<file path="src/rtl/adc_i2c_pkg.sv">
package adc_i2c_pkg;
   localparam int BYTE_W = 8;
   localparam int CNT_W  = $clog2(BYTE_W + 1);

   typedef enum logic [2:0] {
      ST_IDLE,
      ST_ADDR,
      ST_AACK,
      ST_WDAT,
      ST_WACK,
      ST_RDAT,
      ST_RACK,
      ST_MNACK
   } bus_state_t;
endpackage

</file>
<file path="src/rtl/ai_line_sync.sv">
module ai_line_sync #(
   parameter int WIDTH  = 2,
   parameter int STAGES = 2
) (
   input  logic             clk,
   input  logic             rst_n,
   input  logic [WIDTH-1:0] raw,
   output logic [WIDTH-1:0] lvl,
   output logic [WIDTH-1:0] rise,
   output logic [WIDTH-1:0] fall
);
   logic [WIDTH-1:0] stage_q [STAGES];
   logic [WIDTH-1:0] prev_q;

   for (genvar s = 0; s < STAGES; s++) begin : g_stage
      if (s == 0) begin : g_first
         always_ff @(posedge clk or negedge rst_n)
            if (!rst_n) stage_q[s] <= '1;
            else        stage_q[s] <= raw;
      end else begin : g_next
         always_ff @(posedge clk or negedge rst_n)
            if (!rst_n) stage_q[s] <= '1;
            else        stage_q[s] <= stage_q[s-1];
      end
   end

   always_ff @(posedge clk or negedge rst_n)
      if (!rst_n) prev_q <= '1;
      else        prev_q <= stage_q[STAGES-1];

   assign lvl  = stage_q[STAGES-1];
   assign rise = lvl & ~prev_q;
   assign fall = ~lvl & prev_q;
endmodule

</file>
<file path="src/rtl/ai_cmd_regs.sv">
module ai_cmd_regs #(
   parameter int         BYTE_W      = 8,
   parameter int         RST_BIT     = 1,
   parameter [BYTE_W-1:0] CFG_DEFAULT = 8'h01
) (
   input  logic              clk,
   input  logic              rst_n,
   input  logic              wr_stb,
   input  logic [BYTE_W-1:0] wr_byte,
   output logic [BYTE_W-1:0] setup_q,
   output logic [BYTE_W-1:0] config_q
);
   localparam int SEL_BIT = BYTE_W - 1;

   always_ff @(posedge clk or negedge rst_n)
      if (!rst_n) begin
         setup_q  <= '0;
         config_q <= CFG_DEFAULT;
      end else if (wr_stb) begin
         if (wr_byte[SEL_BIT]) begin
            setup_q <= wr_byte;
            if (!wr_byte[RST_BIT]) config_q <= CFG_DEFAULT;
         end else begin
            config_q <= wr_byte;
         end
      end
endmodule

</file>
<file path="src/rtl/ai_bus_fsm.sv">
module ai_bus_fsm
   import adc_i2c_pkg::*;
#(
   parameter logic [6:0] SLV_ADDR  = 7'b1100100,
   parameter logic [4:0] MCODE_TAG = 5'b00001
) (
   input  logic              clk,
   input  logic              rst_n,
   input  logic              scl_lvl,
   input  logic              scl_rise,
   input  logic              scl_fall,
   input  logic              sda_lvl,
   input  logic              sda_rise,
   input  logic              sda_fall,
   input  logic [BYTE_W-1:0] rd_byte,
   output logic              sda_pull,
   output logic              wr_stb,
   output logic [BYTE_W-1:0] wr_byte,
   output logic              rd_req,
   output logic              hs_mode
);
   localparam logic [CNT_W-1:0] LAST = CNT_W'(BYTE_W);

   bus_state_t        st;
   logic [CNT_W-1:0]  cnt;
   logic [BYTE_W-1:0] sh, tx;
   logic              is_rd, mack;
   logic              start_det, stop_det;

   assign start_det = scl_lvl & sda_fall;
   assign stop_det  = scl_lvl & sda_rise;
   assign wr_byte   = sh;

   always_ff @(posedge clk or negedge rst_n)
      if (!rst_n) begin
         st <= ST_IDLE;  cnt <= '0;  sh <= '0;  tx <= '0;
         sda_pull <= 1'b0;  hs_mode <= 1'b0;  wr_stb <= 1'b0;
         rd_req <= 1'b0;  is_rd <= 1'b0;  mack <= 1'b0;
      end else begin
         wr_stb <= 1'b0;
         rd_req <= 1'b0;
         if (start_det) begin
            st <= ST_ADDR;  cnt <= '0;  sda_pull <= 1'b0;
         end else if (stop_det) begin
            st <= ST_IDLE;  sda_pull <= 1'b0;  hs_mode <= 1'b0;
         end else begin
            case (st)
               ST_ADDR, ST_WDAT: begin
                  if (scl_rise) begin
                     sh  <= {sh[BYTE_W-2:0], sda_lvl};
                     cnt <= cnt + 1'b1;
                  end else if (scl_fall && cnt == LAST) begin
                     if (st == ST_WDAT) begin
                        wr_stb <= 1'b1;  sda_pull <= 1'b1;  st <= ST_WACK;
                     end else if (sh[BYTE_W-1:1] == SLV_ADDR) begin
                        sda_pull <= 1'b1;  is_rd <= sh[0];  st <= ST_AACK;
                     end else if (sh[BYTE_W-1:3] == MCODE_TAG) begin
                        st <= ST_MNACK;
                     end else begin
                        st <= ST_IDLE;
                     end
                  end
               end
               ST_AACK: if (scl_fall) begin
                  cnt <= '0;
                  if (is_rd) begin
                     tx <= rd_byte;  rd_req <= 1'b1;
                     sda_pull <= ~rd_byte[BYTE_W-1];  st <= ST_RDAT;
                  end else begin
                     sda_pull <= 1'b0;  st <= ST_WDAT;
                  end
               end
               ST_WACK: if (scl_fall) begin
                  sda_pull <= 1'b0;  cnt <= '0;  st <= ST_WDAT;
               end
               ST_RDAT: begin
                  if (scl_rise) cnt <= cnt + 1'b1;
                  else if (scl_fall) begin
                     if (cnt == LAST) begin
                        sda_pull <= 1'b0;  st <= ST_RACK;
                     end else begin
                        tx <= {tx[BYTE_W-2:0], 1'b0};
                        sda_pull <= ~tx[BYTE_W-2];
                     end
                  end
               end
               ST_RACK: begin
                  if (scl_rise) mack <= ~sda_lvl;
                  else if (scl_fall) begin
                     if (mack) begin
                        tx <= rd_byte;  rd_req <= 1'b1;  cnt <= '0;
                        sda_pull <= ~rd_byte[BYTE_W-1];  st <= ST_RDAT;
                     end else begin
                        st <= ST_IDLE;
                     end
                  end
               end
               ST_MNACK: if (scl_fall) begin
                  hs_mode <= 1'b1;  st <= ST_IDLE;
               end
               default: ;
            endcase
         end
      end
endmodule

</file>
<file path="src/rtl/adc_i2c_cmd_slave.sv">
module adc_i2c_cmd_slave
   import adc_i2c_pkg::*;
#(
   parameter logic [6:0]        SLV_ADDR    = 7'b1100100,
   parameter int                SYNC_STAGES = 2,
   parameter int                RST_BIT     = 1,
   parameter logic [BYTE_W-1:0] CFG_DEFAULT = 8'h01
) (
   input  logic              clk,
   input  logic              rst_n,
   input  logic              scl_in,
   input  logic              sda_in,
   output logic              sda_pull,
   input  logic [BYTE_W-1:0] rd_byte,
   output logic              rd_req,
   output logic [BYTE_W-1:0] setup_q,
   output logic [BYTE_W-1:0] config_q,
   output logic              hs_mode
);
   localparam logic [4:0] MCODE_TAG = 5'b00001;

   if (SYNC_STAGES < 2) begin : g_bad_sync
      $error("SYNC_STAGES must be at least 2");
   end
   if (SLV_ADDR[6:2] == MCODE_TAG) begin : g_bad_addr
      $error("SLV_ADDR collides with the high-speed master code");
   end
   if (RST_BIT < 0 || RST_BIT >= BYTE_W - 1) begin : g_bad_rst
      $error("RST_BIT must lie below the register-select bit");
   end

   logic [1:0]        lvl, rise, fall;
   logic              scl_s, sda_s;
   logic              wr_stb;
   logic [BYTE_W-1:0] wr_byte;

   ai_line_sync #(.WIDTH(2), .STAGES(SYNC_STAGES)) u_sync (
      .clk(clk), .rst_n(rst_n), .raw({scl_in, sda_in}),
      .lvl(lvl), .rise(rise), .fall(fall)
   );

   assign scl_s = lvl[1];
   assign sda_s = lvl[0];

   ai_bus_fsm #(.SLV_ADDR(SLV_ADDR), .MCODE_TAG(MCODE_TAG)) u_fsm (
      .clk(clk), .rst_n(rst_n),
      .scl_lvl(scl_s), .scl_rise(rise[1]), .scl_fall(fall[1]),
      .sda_lvl(sda_s), .sda_rise(rise[0]), .sda_fall(fall[0]),
      .rd_byte(rd_byte), .sda_pull(sda_pull), .wr_stb(wr_stb),
      .wr_byte(wr_byte), .rd_req(rd_req), .hs_mode(hs_mode)
   );

   ai_cmd_regs #(.BYTE_W(BYTE_W), .RST_BIT(RST_BIT), .CFG_DEFAULT(CFG_DEFAULT)) u_regs (
      .clk(clk), .rst_n(rst_n), .wr_stb(wr_stb), .wr_byte(wr_byte),
      .setup_q(setup_q), .config_q(config_q)
   );
endmodule

</file>
<file path="config.mk">
export PLATFORM = sky130hd
export DESIGN_NAME = adc_i2c_cmd_slave
export DESIGN_NICKNAME = d
export VERILOG_FILES = /design/src/rtl/adc_i2c_pkg.sv /design/src/rtl/ai_line_sync.sv /design/src/rtl/ai_cmd_regs.sv /design/src/rtl/ai_bus_fsm.sv /design/src/rtl/adc_i2c_cmd_slave.sv
export SDC_FILE = /design/constraint.sdc
export NUM_CORES = 1
export LEC_CHECK = 0
export BUFFER_PORTS_ARGS = -buffer_cell sky130_fd_sc_hd__clkbuf_2
export CAP_MARGIN = 40
export CORE_UTILIZATION = 30
export CTS_CLUSTER_SIZE = 28
export DETAILED_ROUTE_END_ITERATION = 7
export SLEW_MARGIN = 10
export SYNTH_ARGS = -nofsm -noshare
export SYNTH_HDL_FRONTEND = slang
export SYNTH_SLANG_ARGS = --single-unit
</file>
<file path="constraint.sdc">
create_clock -name clk -period 4.4 [get_ports clk]
set_input_delay 0.66 -clock clk [delete_from_list [all_inputs] [get_ports clk]]
set_output_delay 0.66 -clock clk [all_outputs]
set_load 0.01 [all_outputs]
</file>
# Yosys cells after proc, flatten, opt, wreduce, memory -nomap -nowiden
# Index checks and enable logic that the tools add are counted.
# Widths: inputs -> output; s select.
[totals]
inputBits = 12
ff_bits = 50
wordCells = 156
out_inout_bits = 19
[classes]
bitwise_logic = 13
reduce_logical = 20
addsub = 1
n_mux = 70
n_eq_ne = 37
[ops]
columns = ["op", "n"]
rows = [
  ["$mux 7", 8],
  ["$mux 3", 17],
  ["$reduce_and 11->1", 3],
  ["$ne 4x2->1 const B", 8],
  ["$mux 1", 31],
  ["$mux 4", 7],
  ["$pmux 7 s3", 1],
  ["$pmux 3 s6", 1],
  ["$mux 8", 2],
  ["$ne 2x2->1 const B", 7],
  ["$reduce_and 7->1", 2],
  ["$eq 3x3->1 const B", 4],
  ["$ne 4x1->1 const B", 3],
  ["$pmux 4 s3", 1],
  ["$ne 3x1->1 const B", 3],
  ["$reduce_and 4->1", 2],
  ["$reduce_bool 8->1", 1],
  ["$eq 7x7->1 const B", 1],
  ["$not 1->1", 7],
  ["$reduce_bool 7->1", 1],
  ["$eq 3x2->1 const B", 2],
  ["$ne 2x1->1 const B", 3],
  ["$ne 3x2->1 const B", 2],
  ["$eq 5x1->1 const B", 1],
  ["other kinds (17)", 23],
]

# Longest topological paths before layout
# Gate-level depths: netlist of run 1.
[depth]
depth_word = 9
depth_mapped = 7
depth_no_buf = 7

# By module
# A second synthesis of run 1 with hierarchy kept.
[unflattened]
hier_cells = 219
area_unflattened_um2 = 2468.6
[modules_own_cells]
columns = ["mod", "seq_area_each_um2", "cells_each", "area_each_um2", "instances"]
rows = [
  ["ai_bus_fsm", 700.7, 168, 1685.4, 1],
  ["ai_cmd_regs", 376.6, 39, 575.6, 1],
  ["ai_line_sync", 157.7, 12, 207.7, 1],
]

# Least setup slack after synthesis of run 1
# OpenSTA, ideal clock, no wires.
[synth_timing]
path_kind = "register to register"
startpoint = "register u_sync.stage_q, in the netlist u_sync.lvl[1]"
endpoint = "register u_fsm.st[0]"
setup_ps = 128
slack_ps = 2570
stages_incl_launch_ff = 6
required_ps = 4272
t_arrival_ps = 1702
synth_period_minus_slack_ps = 1830
n_path_buf = 0
cell_sequence = "dfstp_2 -> inv_2 -> or4_4 -> o21a_2 -> nand2_2 -> mux2_1"
[synth_via]
elab_chain_cells = 5
elab_cells_between_ends = 20
classes_between = "eq/ne: 10; mux: 2; bitwise: 5; reduce/logical: 3"
[synth_lines]
columns = ["element", "line_no", "rtl"]
rows = [
  ["start: declaration", "ai_line_sync.sv:12", "logic [WIDTH-1:0] stage_q [STAGES];"],
  ["start signal: indexed assignment", "ai_line_sync.sv:23", "else stage_q[s] <= stage_q[s-1];"],
  ["$not 2->2", "ai_line_sync.sv:33", "assign fall = ~lvl & prev_q;"],
  ["$and 2x2->2", "ai_line_sync.sv:33", ""],
  ["$logic_and 1x1->1", "ai_bus_fsm.sv:52", "end else if (scl_fall && cnt == LAST) begin"],
  ["$ne 4x1->1 (no source line)", "--", ""],
  ["$reduce_and 11->1 (no source line)", "--", ""],
  ["end signal: assignment", "ai_bus_fsm.sv:54", "wr_stb <= 1'b1; sda_pull <= 1'b1; st <= ST_WACK;"],
  ["end signal: assignment", "ai_bus_fsm.sv:56", "sda_pull <= 1'b1; is_rd <= sh[0]; st <= ST_AACK;"],
  ["end signal: assignment", "ai_bus_fsm.sv:58", "st <= ST_MNACK;"],
  ["end: declaration", "ai_bus_fsm.sv:24", "bus_state_t st;"],
]
# Several ways; a longest one is shown, not always the timed one.
# A chain may end at the register's enable or synchronous reset.

# Worst setup path after layout of run 1
[layout_timing]
startpoint = "register u_fsm.st[0]"
endpoint = "register u_fsm.tx[2]"
[layout_via]
elab_chain_cells = 3
elab_cells_between_ends = 14
classes_between = "eq/ne: 11; mux: 1; reduce/logical: 2"
[layout_lines]
columns = ["element", "line_no", "rtl"]
rows = [
  ["start signal: assignment", "ai_bus_fsm.sv:36", "st <= ST_IDLE; cnt <= '0; sh <= '0; tx <= '0;"],
  ["start signal: assignment", "ai_bus_fsm.sv:43", "st <= ST_ADDR; cnt <= '0; sda_pull <= 1'b0;"],
  ["start signal: assignment", "ai_bus_fsm.sv:45", "st <= ST_IDLE; sda_pull <= 1'b0; hs_mode <= 1'b0;"],
  ["$eq 3x3->1 / $eq 3x2->1 (equally long branches)", "ai_bus_fsm.sv:47", "case (st)"],
  ["$ne 2x1->1 (no source line) (tied with other cells)", "--", ""],
  ["$reduce_and 11->1 (no source line)", "--", ""],
  ["end signal: assignment", "ai_bus_fsm.sv:82", "tx <= {tx[BYTE_W-2:0], 1'b0};"],
  ["end: declaration", "ai_bus_fsm.sv:26", "logic [BYTE_W-1:0] sh, tx;"],
]
# Several ways; a longest one is shown, not always the timed one.

==> results of run 1 <==
==> logic make-up (layout without fill, tap and decap cells) <==
logic type	count (synthesis)	after routing
multiplexers	24	24
buffers and inverters	21	47
AND/OR/NAND/NOR	58	58
AO/OA/AOI/OAI	59	59
XOR/XNOR	1	1
adder cells (fa/ha/maj)	2	2
other	1	1
flip-flops	49	49
==> power by group <==
group / internal (mW) / switching, mW / total, mW
Sequential: 0.474 / 0.0403 / 0.514
Combinational: 0.0710 / 0.0798 / 0.151
Clock: 0.174 / 0.158 / 0.331
==> layout by cell type (no fill, tap or decap), types with 2 or more instances in the layout <==
| cell type | count |
|---|---|
| nand4_1 | 3 |
| nand2b_1 | 4 |
| clkbuf_2 | 29 |
| dfrtp_1 | 42 |
| a31oi_1 | 10 |
| nor2b_1 | 4 |
| nand3b_1 | 2 |
| clkbuf_8 | 5 |
| o211ai_1 | 3 |
| nor3_1 | 2 |
| inv_1 | 7 |
| mux2i_1 | 8 |
| and3_1 | 2 |
| mux2_1 | 2 |
| o21ai_0 | 11 |
| nor2_1 | 8 |
| nand3_1 | 6 |
| o31ai_1 | 2 |
| ha_1 | 2 |
| a21oi_1 | 13 |
| buf_4 | 2 |
| a22o_1 | 6 |
| inv_6 | 2 |
| nand2_1 | 18 |
| mux2_2 | 8 |
| a211oi_1 | 2 |
| a41oi_1 | 2 |
| mux2_4 | 6 |
| dfstp_2 | 7 |
==> registers in the layout (all words and copies together) (netlist names) <==
register         flops
u_fsm.cnt            4
u_fsm.hs_mode        1
u_fsm.is_rd          1
u_fsm.mack           1
u_fsm.rd_req         1
u_fsm.sda_pull       1
u_fsm.st             3
u_fsm.tx             7
u_fsm.wr_byte        8
u_fsm.wr_stb         1
u_regs.config_q      7
u_regs.setup_q       8
u_sync.lvl           2
u_sync.prev_q        2
u_sync.stage_q       2
==> cell type report <==
| class | count | area (sq um) | share of cell area |
|---|---|---|---|
| Clock buffer | 5 | 68.8 | 0.0256 |
| Clock inverter | 3 | 47.5 | 0.0177 |
| Inverter | 8 | 30.0 | 0.0112 |
| Multi-Input combinational cell | 145 | 1030 | 0.381 |
| Sequential cell | 49 | 1230 | 0.459 |
| Tap cell | 99 | 124 | 0.0460 |
| Timing Repair Buffer | 31 | 160 | 0.0595 |
==> per-layer routing <==
| layer | global-route usage | vias to the layer above | share of wire |
|---|---|---|---|
| met5 | 0 | - | 0 |
| met4 | 0.0444 | 0 | 0.015 |
| met3 | 0.0210 | 6 | 0.020 |
| met2 | 0.193 | 17 | 0.47 |
| met1 | 0.166 | 831 | 0.49 |
| li1 | - | 828 | - |
==> Yosys cell counts (2+ instances only) <==
| master | instances |
|---|---|
| o21ai_0 | 11 |
| nor2_1 | 8 |
| clkbuf_1 | 6 |
| nand4_1 | 3 |
| and3_1 | 2 |
| nand3_1 | 6 |
| ha_1 | 2 |
| a41oi_1 | 2 |
| o211ai_1 | 3 |
| a31oi_1 | 10 |
| nor3_1 | 2 |
| a21oi_1 | 13 |
| dfstp_2 | 7 |
| nand2b_1 | 4 |
| a211oi_1 | 2 |
| mux2i_1 | 8 |
| mux2_2 | 8 |
| nor2b_1 | 4 |
| nand3b_1 | 2 |
| mux2_1 | 2 |
| nand2_1 | 18 |
| dfrtp_1 | 42 |
| mux2_4 | 6 |
| inv_1 | 7 |
| a22o_1 | 6 |
| buf_2 | 5 |
| o31ai_1 | 2 |
==> per-stage QoR <==
stage / setup WS (ns) / cells / area [sq um] / hold slack, ns
4_1_cts: 2.01 / 340 / 2690 / 0.361
3_3_place_gp: 1.88 / 331 / 2570 / 0.346
3_5_place_dp: 2.04 / 332 / 2570 / 0.347
6_report: 2.00 / 340 / 2690 / 0.360
5_1_grt: 1.68 / 340 / 2690 / 0.371
2_1_floorplan: 2.57 / 215 / 2360 / 0.345
==> worst max-delay path by stage <==
stage                                start          end  slack [ns]
after global routing           u_fsm.st[0]  u_fsm.tx[2]        1.68
after floorplan              u_sync.lvl[1]  u_fsm.st[0]        2.57
final                          u_fsm.st[0]  u_fsm.tx[2]        2.00
after detailed placement       u_fsm.st[0]  u_fsm.tx[3]        2.04
after CTS                      u_fsm.st[0]  u_fsm.tx[2]        2.01
after global placement    u_sync.prev_q[1]  u_fsm.is_rd        1.88
==> results.py, run 1 <==
metrics = {
    "finish": {
        "drive_gt1_frac": 0.278,
        "fin_util": 0.363,
        "final.fill_count": 728,
        "antenna_cells": 0,
        "num-nets-final": 254,
        "syn_to_final_growth_pct": 14.2,
    },
    "clock_tree": {
        "htree_num_levels": 2,
        "postCtsSetupBuffers": 0,
        "clk_latency_ns": 0.30,
        "numCtsBuffers": 5,
        "clock_sinks": 49,
        "clockBufferDepth": 2,
        "clk_pin_slew_ns": 0.10,
        "cts-root-buf": "clkbuf_8",
        "ctsHoldBuffers": 0,
        "cts_tree": "done",
        "cts_resized": 0,
    },
    "sta": {
        "fmax_mhz": 417,
        "hold_viol": 0,
        "finalSetupViolCount": 0,
        "rsz0062_at_grt": "false",
        "min_period_ns": 2.40,
        "tightestPinTransition_ns": 0.802,
        "finalSetupTns_ns": 0,
        "skew_ns": 0.00802,
        "final_max_slew_viol_count": 0,
        "relSlewSlack": 0.462,
        "min_period_over_period": 0.545,
    },
    "synthesis": {
        "synth_cell_types": 51,
        "synth_compound_area_frac": 0.169,
        "synth.top_cell.area_share": 0.446,
        "synth-edff-count": 0,
        "synth_top_family_by_area": "compound AO/OA/AOI/OAI gates",
        "synth_ff_type": "dfrtp_1",
        "synth_mux_area_frac": 0.120,
        "synth_area_leaders": "dfrtp_1 45%, dfstp_2 7.8%, mux2_2 3.8%, mux2_4 3.8%, mux2i_1 3.4%",
        "synthesis.nets": 229,
        "yosys.area_share.simple": 0.131,
        "ys_warn_count": 0,
        "synth_fa_ha_area_frac": 0.0106,
        "async_reset_ff_frac": 1.00,
        "ys_ff_latch": 49,
        "synthCells": 215,
        "synth_top_area_cell": "dfrtp_1",
        "syn_area_per_cell_sq_um": 11.0,
        "syn_area_sq_um": 2360,
        "yosysSeqAreaShare": 0.524,
        "synth_xor_area_frac": 0.00372,
    },
    "worst_setup_path": {
        "crit_cells": 4,
        "rr_worst_depth": 4,
        "rrSetupSlack_ns": 2.00,
        "startpoint_type": "flip-flop",
        "path_cells": "nand3b_1, o21ai_1, a21oi_1, a31oi_1",
        "critical-path-top-delay-family": "compound AO/OA/AOI/OAI gates",
        "rr_startpoint": "u_fsm.st[0]",
        "worst_ep_arrival_time_ns": 2.61,
        "slowest_delay_ns": 0.78,
        "required_ns": 4.61,
        "crit_fanout": 17,
        "crit_slowest_cell": "o21ai_1",
        "crit_buf_inv": 0,
        "crit_type": "reg -> reg",
        "timing.rr.end": "u_fsm.tx[2]",
        "critPathCaptureType": "flip-flop",
    },
    "route": {
        "drc": 0,
        "wl_per_cell_um": 14.0,
        "vias": 1682,
        "final_antenna_net_count": 0,
        "drt_iter0_drc": 156,
        "routed_via_density": 4.95,
        "drt-total-wl_um": 4750,
        "dr.pass1.iters": 4,
    },
    "floorplan": {
        "io_pins": 31,
        "coreArea_sq_um": 7410,
        "start_util": 0.318,
        "die-area_sq_um": 8220,
        "row_count": 31,
        "fp.dieW_um": 90.6,
        "die_h_um": 90.6,
    },
    "power_and_ir_drop": {
        "powerDensity_nw_per_um2": 370,
        "p_leak_nw": 1.25,
        "vdd_drop_max_mv": 0.176,
        "report.power.total_mw": 0.997,
    },
    "worst_hold_path": {
        "min_from": "u_sync.stage_q[2]",
        "worstHoldEndpoint": "u_sync.lvl[0]",
        "hold_path_class": "reg -> reg",
        "whs_path_depth": 0,
    },
    "global_routing": {
        "grt_antenna_before_repair": 0,
        "grt_remaining_overflow": 0,
        "grt_pass1_wl_um": 8140,
        "track_usage": 0.122,
        "grt_pass1_vias": 1688,
        "grt_max_degree": 50,
    },
    "status": {
        "status": "completed",
    },
    "place": {
        "gp_congestion": 0.791,
        "portBuffers": 29,
        "dpl.hpwl_um": 3290,
    },
    "flow_run": {
        "maxCapViolCount": 0,
    },
}
Note: power is estimated with default switching activity, not from simulation.
==> run 2: changes to the inputs <==
==> constraint.sdc (replaced) <==
create_clock -name clk -period 2.3 [get_ports clk]
set_input_delay 0.345 -clock clk [delete_from_list [all_inputs] [get_ports clk]]
set_output_delay 0.345 -clock clk [all_outputs]
set_load 0.01 [all_outputs]
==> run 2 against run 1 <==
Worst hold slack lost 0.30 ns; clock power rose by 92%; total power up 93%; core utilization increased by 0.61 points; sequential share of layout area down 0.76 points; global-route usage increased by 0.26 points; combinational power up 100%; die area unchanged; sequential cell count did not move; largest power group unchanged; sequential power is 90% higher; critical endpoint is now u_fsm.tx[0].
==> results.py, run 2 (synthesis gave the netlist of run 1 again) <==
metrics = {
    "worst_setup_path": {
        "startpoint_type": "flip-flop",
        "critPathLaunch": "u_fsm.st[1]",
        "rr_startpoint": "u_fsm.st[1]",
        "crit_fanout": 19,
        "timing.rr.end": "u_fsm.tx[0]",
        "crit_type": "reg -> reg",
        "path_cells": "nand3b_1, o21ai_1, nand2_1, mux2i_1",
        "required_ns": 2.50,
        "rr_worst_depth": 4,
        "worst_ep_arrival_time_ns": 2.23,
        "critPathCaptureType": "flip-flop",
        "rrSetupSlack_ns": 0.27,
        "crit_slowest_cell": "o21ai_1",
        "slowest_delay_ns": 0.70,
    },
    "finish": {
        "drive_gt1_frac": 0.296,
        "syn_to_final_growth_pct": 16.1,
        "final_cell_mix": "42 x dfrtp_1, 29 x clkbuf_2, 18 x nand2_1, 13 x a21oi_1, 11 x o21ai_0",
        "antenna_cells": 0,
        "num-nets-final": 260,
        "final.fill_count": 732,
        "mostFrequentLayoutCell": "dfrtp_1",
    },
    "clock_tree": {
        "cts_resized": 0,
        "clock_sinks": 49,
        "clk_latency_ns": 0.31,
        "cts_tree": "done",
        "ctsHoldBuffers": 0,
        "cts-root-buf": "clkbuf_8",
        "clk_pin_slew_ns": 0.10,
        "postCtsSetupBuffers": 0,
        "numCtsBuffers": 5,
        "htree_num_levels": 2,
        "clockBufferDepth": 2,
    },
    "place": {
        "dpl.hpwl_um": 3390,
        "gp_congestion": 0.811,
        "portBuffers": 29,
    },
    "sta": {
        "finalSetupViolCount": 0,
        "hold_viol": 0,
        "finalSetupTns_ns": 0,
        "timing.hold.ws_ns": 0.0550,
        "skew_ns": 0.0153,
        "final_max_slew_viol_count": 0,
        "fmax_mhz": 494,
        "min_period_ns": 2.03,
        "relSlewSlack": 0.424,
        "tightestPinTransition_ns": 0.858,
        "min_period_over_period": 0.881,
        "rsz0062_at_grt": "false",
    },
    "route": {
        "drt-total-wl_um": 4780,
        "drc": 0,
        "wl_per_cell_um": 13.8,
        "drt_iter0_drc": 102,
        "vias": 1746,
        "final_antenna_net_count": 0,
        "routed_via_density": 5.05,
        "dr.pass1.iters": 4,
    },
    "floorplan": {
        "row_count": 31,
        "die_h_um": 90.6,
        "die-area_sq_um": 8220,
        "fp.dieW_um": 90.6,
        "coreArea_sq_um": 7410,
        "start_util": 0.318,
        "io_pins": 31,
    },
    "global_routing": {
        "grt_pass1_vias": 1653,
        "grt_max_degree": 29,
        "grt_busiest_layer": "met2",
        "track_usage": 0.124,
        "grt_util_met3": 0.0261,
        "met2_usage": 0.187,
        "grt_antenna_before_repair": 0,
        "use_met1": 0.173,
        "grt_remaining_overflow": 0,
        "grt_pass1_wl_um": 8200,
    },
    "power_and_ir_drop": {
        "switching_share": 0.280,
        "powerDensity_nw_per_um2": 702,
        "p_switching_mw": 0.537,
        "vdd_drop_max_mv": 0.267,
        "pwr-share-seq": 0.509,
        "p_int_mw": 1.38,
        "clockPowerShare": 0.331,
        "combPwrFrac": 0.160,
        "p_leak_nw": 1.28,
    },
    "worst_hold_path": {
        "hold_path_class": "in -> async",
    },
    "flow_run": {
        "maxCapViolCount": 0,
    },
    "status": {
        "status": "completed",
    },
}
-- run 2: changes by cell type in the layout (fill, tap and decap cells not counted) --
cell | before | now
buf_4 | 2 | 8
-- run 2: worst max-delay path: cells and delay by family (launching register included) --
family           cells  cell delay [ns]
AO/OA/AOI/OAI        1             0.70
flip-flops           1             0.60
multiplexers         1             0.15
AND/OR/NAND/NOR      2             0.45
-- run 2: cell type report --
class | count | area [sq um] | share of cell area
sequential | 49 | 1230 | 0.451
multi-input combinational | 145 | 1030 | 0.375
timing repair buffer | 37 | 205 | 0.0750
tap | 99 | 124 | 0.0453
clock buffer | 5 | 68.8 | 0.0251
clock inverter | 3 | 47.5 | 0.0174
inverter | 8 | 30.0 | 0.0110
-- run 2: how the worst max path moves through the flow --
stage | to | slack [ns]
global placement | u_fsm.is_rd | 0.35
global route | u_fsm.tx[1] | 0.06
CTS | u_fsm.st[0] | 0.31
floorplan | u_fsm.st[0] | 0.47
finish | u_fsm.tx[0] | 0.27
detailed placement | u_fsm.st[1] | 0.33
-- run 2: metrics by stage --
stage / instances / total power [mW] / setup slack (ns) / area [sq um] / utilization
finish: 346 / 1.92 / 0.274 / 2740 / 0.369
CTS: 346 / 1.94 / 0.312 / 2740 / 0.369
global route: 346 / 2.03 / 0.0581 / 2740 / 0.369
global placement: 338 / 1.29 / 0.351 / 2620 / 0.354
detailed placement: 338 / 1.30 / 0.333 / 2620 / 0.354
floorplan: 215 / 1.20 / 0.470 / 2360 / -
-- run 2: metal layers --
| metal | up-vias | share of wire |
|---|---|---|
| li1 | 833 | - |
| met3 | 4 | 0.033 |
| met5 | - | 0 |
| met2 | 40 | 0.47 |
| met4 | 0 | 0.014 |
| met1 | 869 | 0.48 |
-- run 2: power by group through the flow --
| stage | clock, mW | sequential [mW] | combinational (mW) |
|---|---|---|---|
| floorplan | 0 | 0.958 | 0.244 |
| global placement | 0 | 0.988 | 0.306 |
| detailed placement | 0 | 0.992 | 0.306 |
| CTS | 0.658 | 0.975 | 0.310 |
| global route | 0.697 | 0.987 | 0.348 |
| finish | 0.636 | 0.977 | 0.307 |
==> run 3: changes to the inputs <==
--- a/config.mk
+++ b/config.mk
@@ -5,6 +5,7 @@
 export SDC_FILE = /design/constraint.sdc
 export NUM_CORES = 1
 export LEC_CHECK = 0
+export ABC_AREA = 1
 export BUFFER_PORTS_ARGS = -buffer_cell sky130_fd_sc_hd__clkbuf_2
 export CAP_MARGIN = 40
 export CORE_UTILIZATION = 30
==> run 3 against run 2 <==
Non-clock buffer count decreased by 5; final cell count increased by 32%; sequential cell count unchanged; critical endpoint unchanged; via count increased by 23%.
==> results.py, run 3 <==
metrics = {
    "power_and_ir_drop": {
        "vdd_drop_max_mv": 0.315,
        "p_leak_nw": 1.44,
        "powerDensity_nw_per_um2": 802,
    },
    "global_routing": {
        "grt_pass1_vias": 1978,
        "grt_max_degree": 50,
        "track_usage": 0.134,
        "grt_remaining_overflow": 0,
        "grt_antenna_before_repair": 0,
        "grt_pass1_wl_um": 9430,
    },
    "route": {
        "maxUsedRoutingLayer": "met4",
        "wl_per_cell_um": 12.3,
        "drt_iter0_drc": 161,
        "routed_via_density": 4.70,
        "drt-total-wl_um": 5580,
        "met1_length_um": 2680,
        "final_antenna_net_count": 0,
        "drc": 0,
        "met3_length_um": 195,
        "vias": 2140,
        "dr.pass1.iters": 4,
        "wl_met2_um": 2570,
    },
    "floorplan": {
        "coreArea_sq_um": 8300,
        "die_h_um": 95.1,
        "die-area_sq_um": 9040,
        "start_util": 0.313,
        "row_count": 33,
        "io_pins": 31,
        "fp.dieW_um": 95.1,
    },
    "place": {
        "gp_congestion": 0.892,
        "dpl.hpwl_um": 4100,
        "place_inst": 447,
        "portBuffers": 29,
    },
    "clock_tree": {
        "clockBufferDepth": 2,
        "cts_resized": 0,
        "cts-root-buf": "clkbuf_8",
        "ctsHoldBuffers": 0,
        "postCtsSetupBuffers": 0,
        "numCtsBuffers": 5,
        "cts_tree": "done",
        "clock_sinks": 49,
        "htree_num_levels": 2,
        "clk_pin_slew_ns": 0.10,
        "clk_latency_ns": 0.31,
    },
    "sta": {
        "finalSetupTns_ns": 0,
        "finalSetupViolCount": 0,
        "hold_viol": 0,
        "final_max_slew_viol_count": 0,
        "fmax_mhz": 541,
        "relSlewSlack": 0.589,
        "skew_ns": 0.00866,
        "tightestPinTransition_ns": 0.617,
        "min_period_ns": 1.85,
        "rsz0062_at_grt": "false",
        "min_period_over_period": 0.804,
    },
    "status": {
        "status": "completed",
    },
    "finish": {
        "final.fill_count": 846,
        "num-nets-final": 363,
        "syn_to_final_growth_pct": 13.7,
        "multiInputGateArea_sq_um": 1170,
        "antenna_cells": 0,
        "final_cell_mix": "79 x nand2_1, 42 x dfrtp_1, 35 x inv_1, 34 x nor2_1, 29 x clkbuf_2",
        "final-instance-count-excl-fill": 455,
        "final-seq-area_sq_um": 1230,
        "drive_gt1_frac": 0.234,
        "fin_util": 0.356,
        "mostFrequentLayoutCell": "nand2_1",
    },
    "synthesis": {
        "ys_warn_count": 0,
        "synthesis.nets": 331,
        "async_reset_ff_frac": 1.00,
        "synth_cell_types": 35,
        "synth.top_cell.area_share": 0.404,
        "synthCells": 317,
        "syn_area_per_cell_sq_um": 8.20,
        "synth.most_common_cell": "nand2_1",
        "syn_area_sq_um": 2600,
        "synth_area_leaders": "dfrtp_1 40%, nand2_1 11%, dfstp_2 7.1%, nand3_1 5.2%, inv_1 5.1%",
        "synth_top_area_cell": "dfrtp_1",
        "synth_ff_type": "dfrtp_1",
        "synth-edff-count": 0,
        "yosys-top-cells-count": "79 x nand2_1, 42 x dfrtp_1, 35 x inv_1, 34 x nor2_1, 27 x nand3_1",
        "yosysSeqAreaShare": 0.475,
        "ys_ff_latch": 49,
    },
    "worst_setup_path": {
        "worst_ep_arrival_time_ns": 2.05,
        "rr_worst_depth": 7,
        "startpoint_type": "flip-flop",
        "crit_type": "reg -> reg",
        "critPathCaptureType": "flip-flop",
        "required_ns": 2.50,
        "crit_fanout": 14,
    },
    "worst_hold_path": {
        "whs_path_depth": 1,
        "hold_path_class": "in -> reg",
    },
    "flow_run": {
        "maxCapViolCount": 0,
    },
}
## run 3: cell count changes in the layout (fill, tap and decap cells not counted), moves of 7 or more
cell	change
nand2_1	+61
inv_1	+28
nor2_1	+26
nand3_1	+21
o21ai_0	+11
nand2_2	+10
a31oi_1	-8
mux2_2	-8
o21ai_2	+7
## run 3: layer usage
metal | global-route usage | vias to the layer above
li1 | - | 1069
met1 | 0.190 | 1012
met2 | 0.202 | 47
met3 | 0.0207 | 12
met4 | 0.0543 | 0
met5 | 0 | -
## run 3: critical path, stage by stage, from the launching register on
cell and delay [ns]:
dfrtp_1 0.64, nand2_2 0.18, nor2_8 0.23, nand2_2 0.11
o21ai_4 0.08, nand4_4 0.27, nand2_1 0.17, o21ai_2 0.06
## run 3: cell type report
class                           count  share of cell area
Clock buffer                        5              0.0233
Clock inverter                      3              0.0148
Inverter                           37              0.0470
Multi-Input combinational cell    224               0.396
Sequential cell                    49               0.418
Tap cell                          105              0.0445
Timing Repair Buffer               32              0.0567
## run 3: logic make-up after synthesis
logic type      count (synthesis)  synth area share
compound gates                 43             0.100
xor+xnor                        2           0.00674
fa+ha+maj                       2           0.00963
buf+inv                        44            0.0746
flops                          49             0.475
mux                             6            0.0231
other cells                     1           0.00144
simple gates                  170             0.309
## run 3: power breakdown
part / internal, mW / switching, mW
combinational: 0.230 / 0.412
sequential: 0.978 / 0.105
clock: 0.327 / 0.318
## run 3: worst paths after layout
check / end / from / slack (ns)
min: u_sync.stage_q[2] / sda_in / 0.11
max: u_fsm.tx[0] / u_fsm.st[2] / 0.45
max reg2reg: u_fsm.tx[0] / u_fsm.st[2] / 0.45
min reg2reg: u_sync.lvl[1] / u_sync.stage_q[3] / 0.36
max in group asynchronous: u_fsm.tx[2] / rst_n / 1.76
min in group asynchronous: u_regs.setup_q[7] / rst_n / 0.13
## run 3: per-stage QoR
step / hold WS, ns / instance area, sq um / total power, mW / setup WS (ns)
4_1_cts: 0.103 / 2960 / 2.38 / 0.475
2_1_floorplan: 0.0494 / 2600 / 1.59 / 0.769
5_1_grt: 0.101 / 2960 / 2.53 / 0.289
6_report: 0.114 / 2960 / 2.37 / 0.450
3_3_place_gp: 0.346 / 2840 / 1.73 / 0.562
3_5_place_dp: 0.347 / 2840 / 1.74 / 0.514
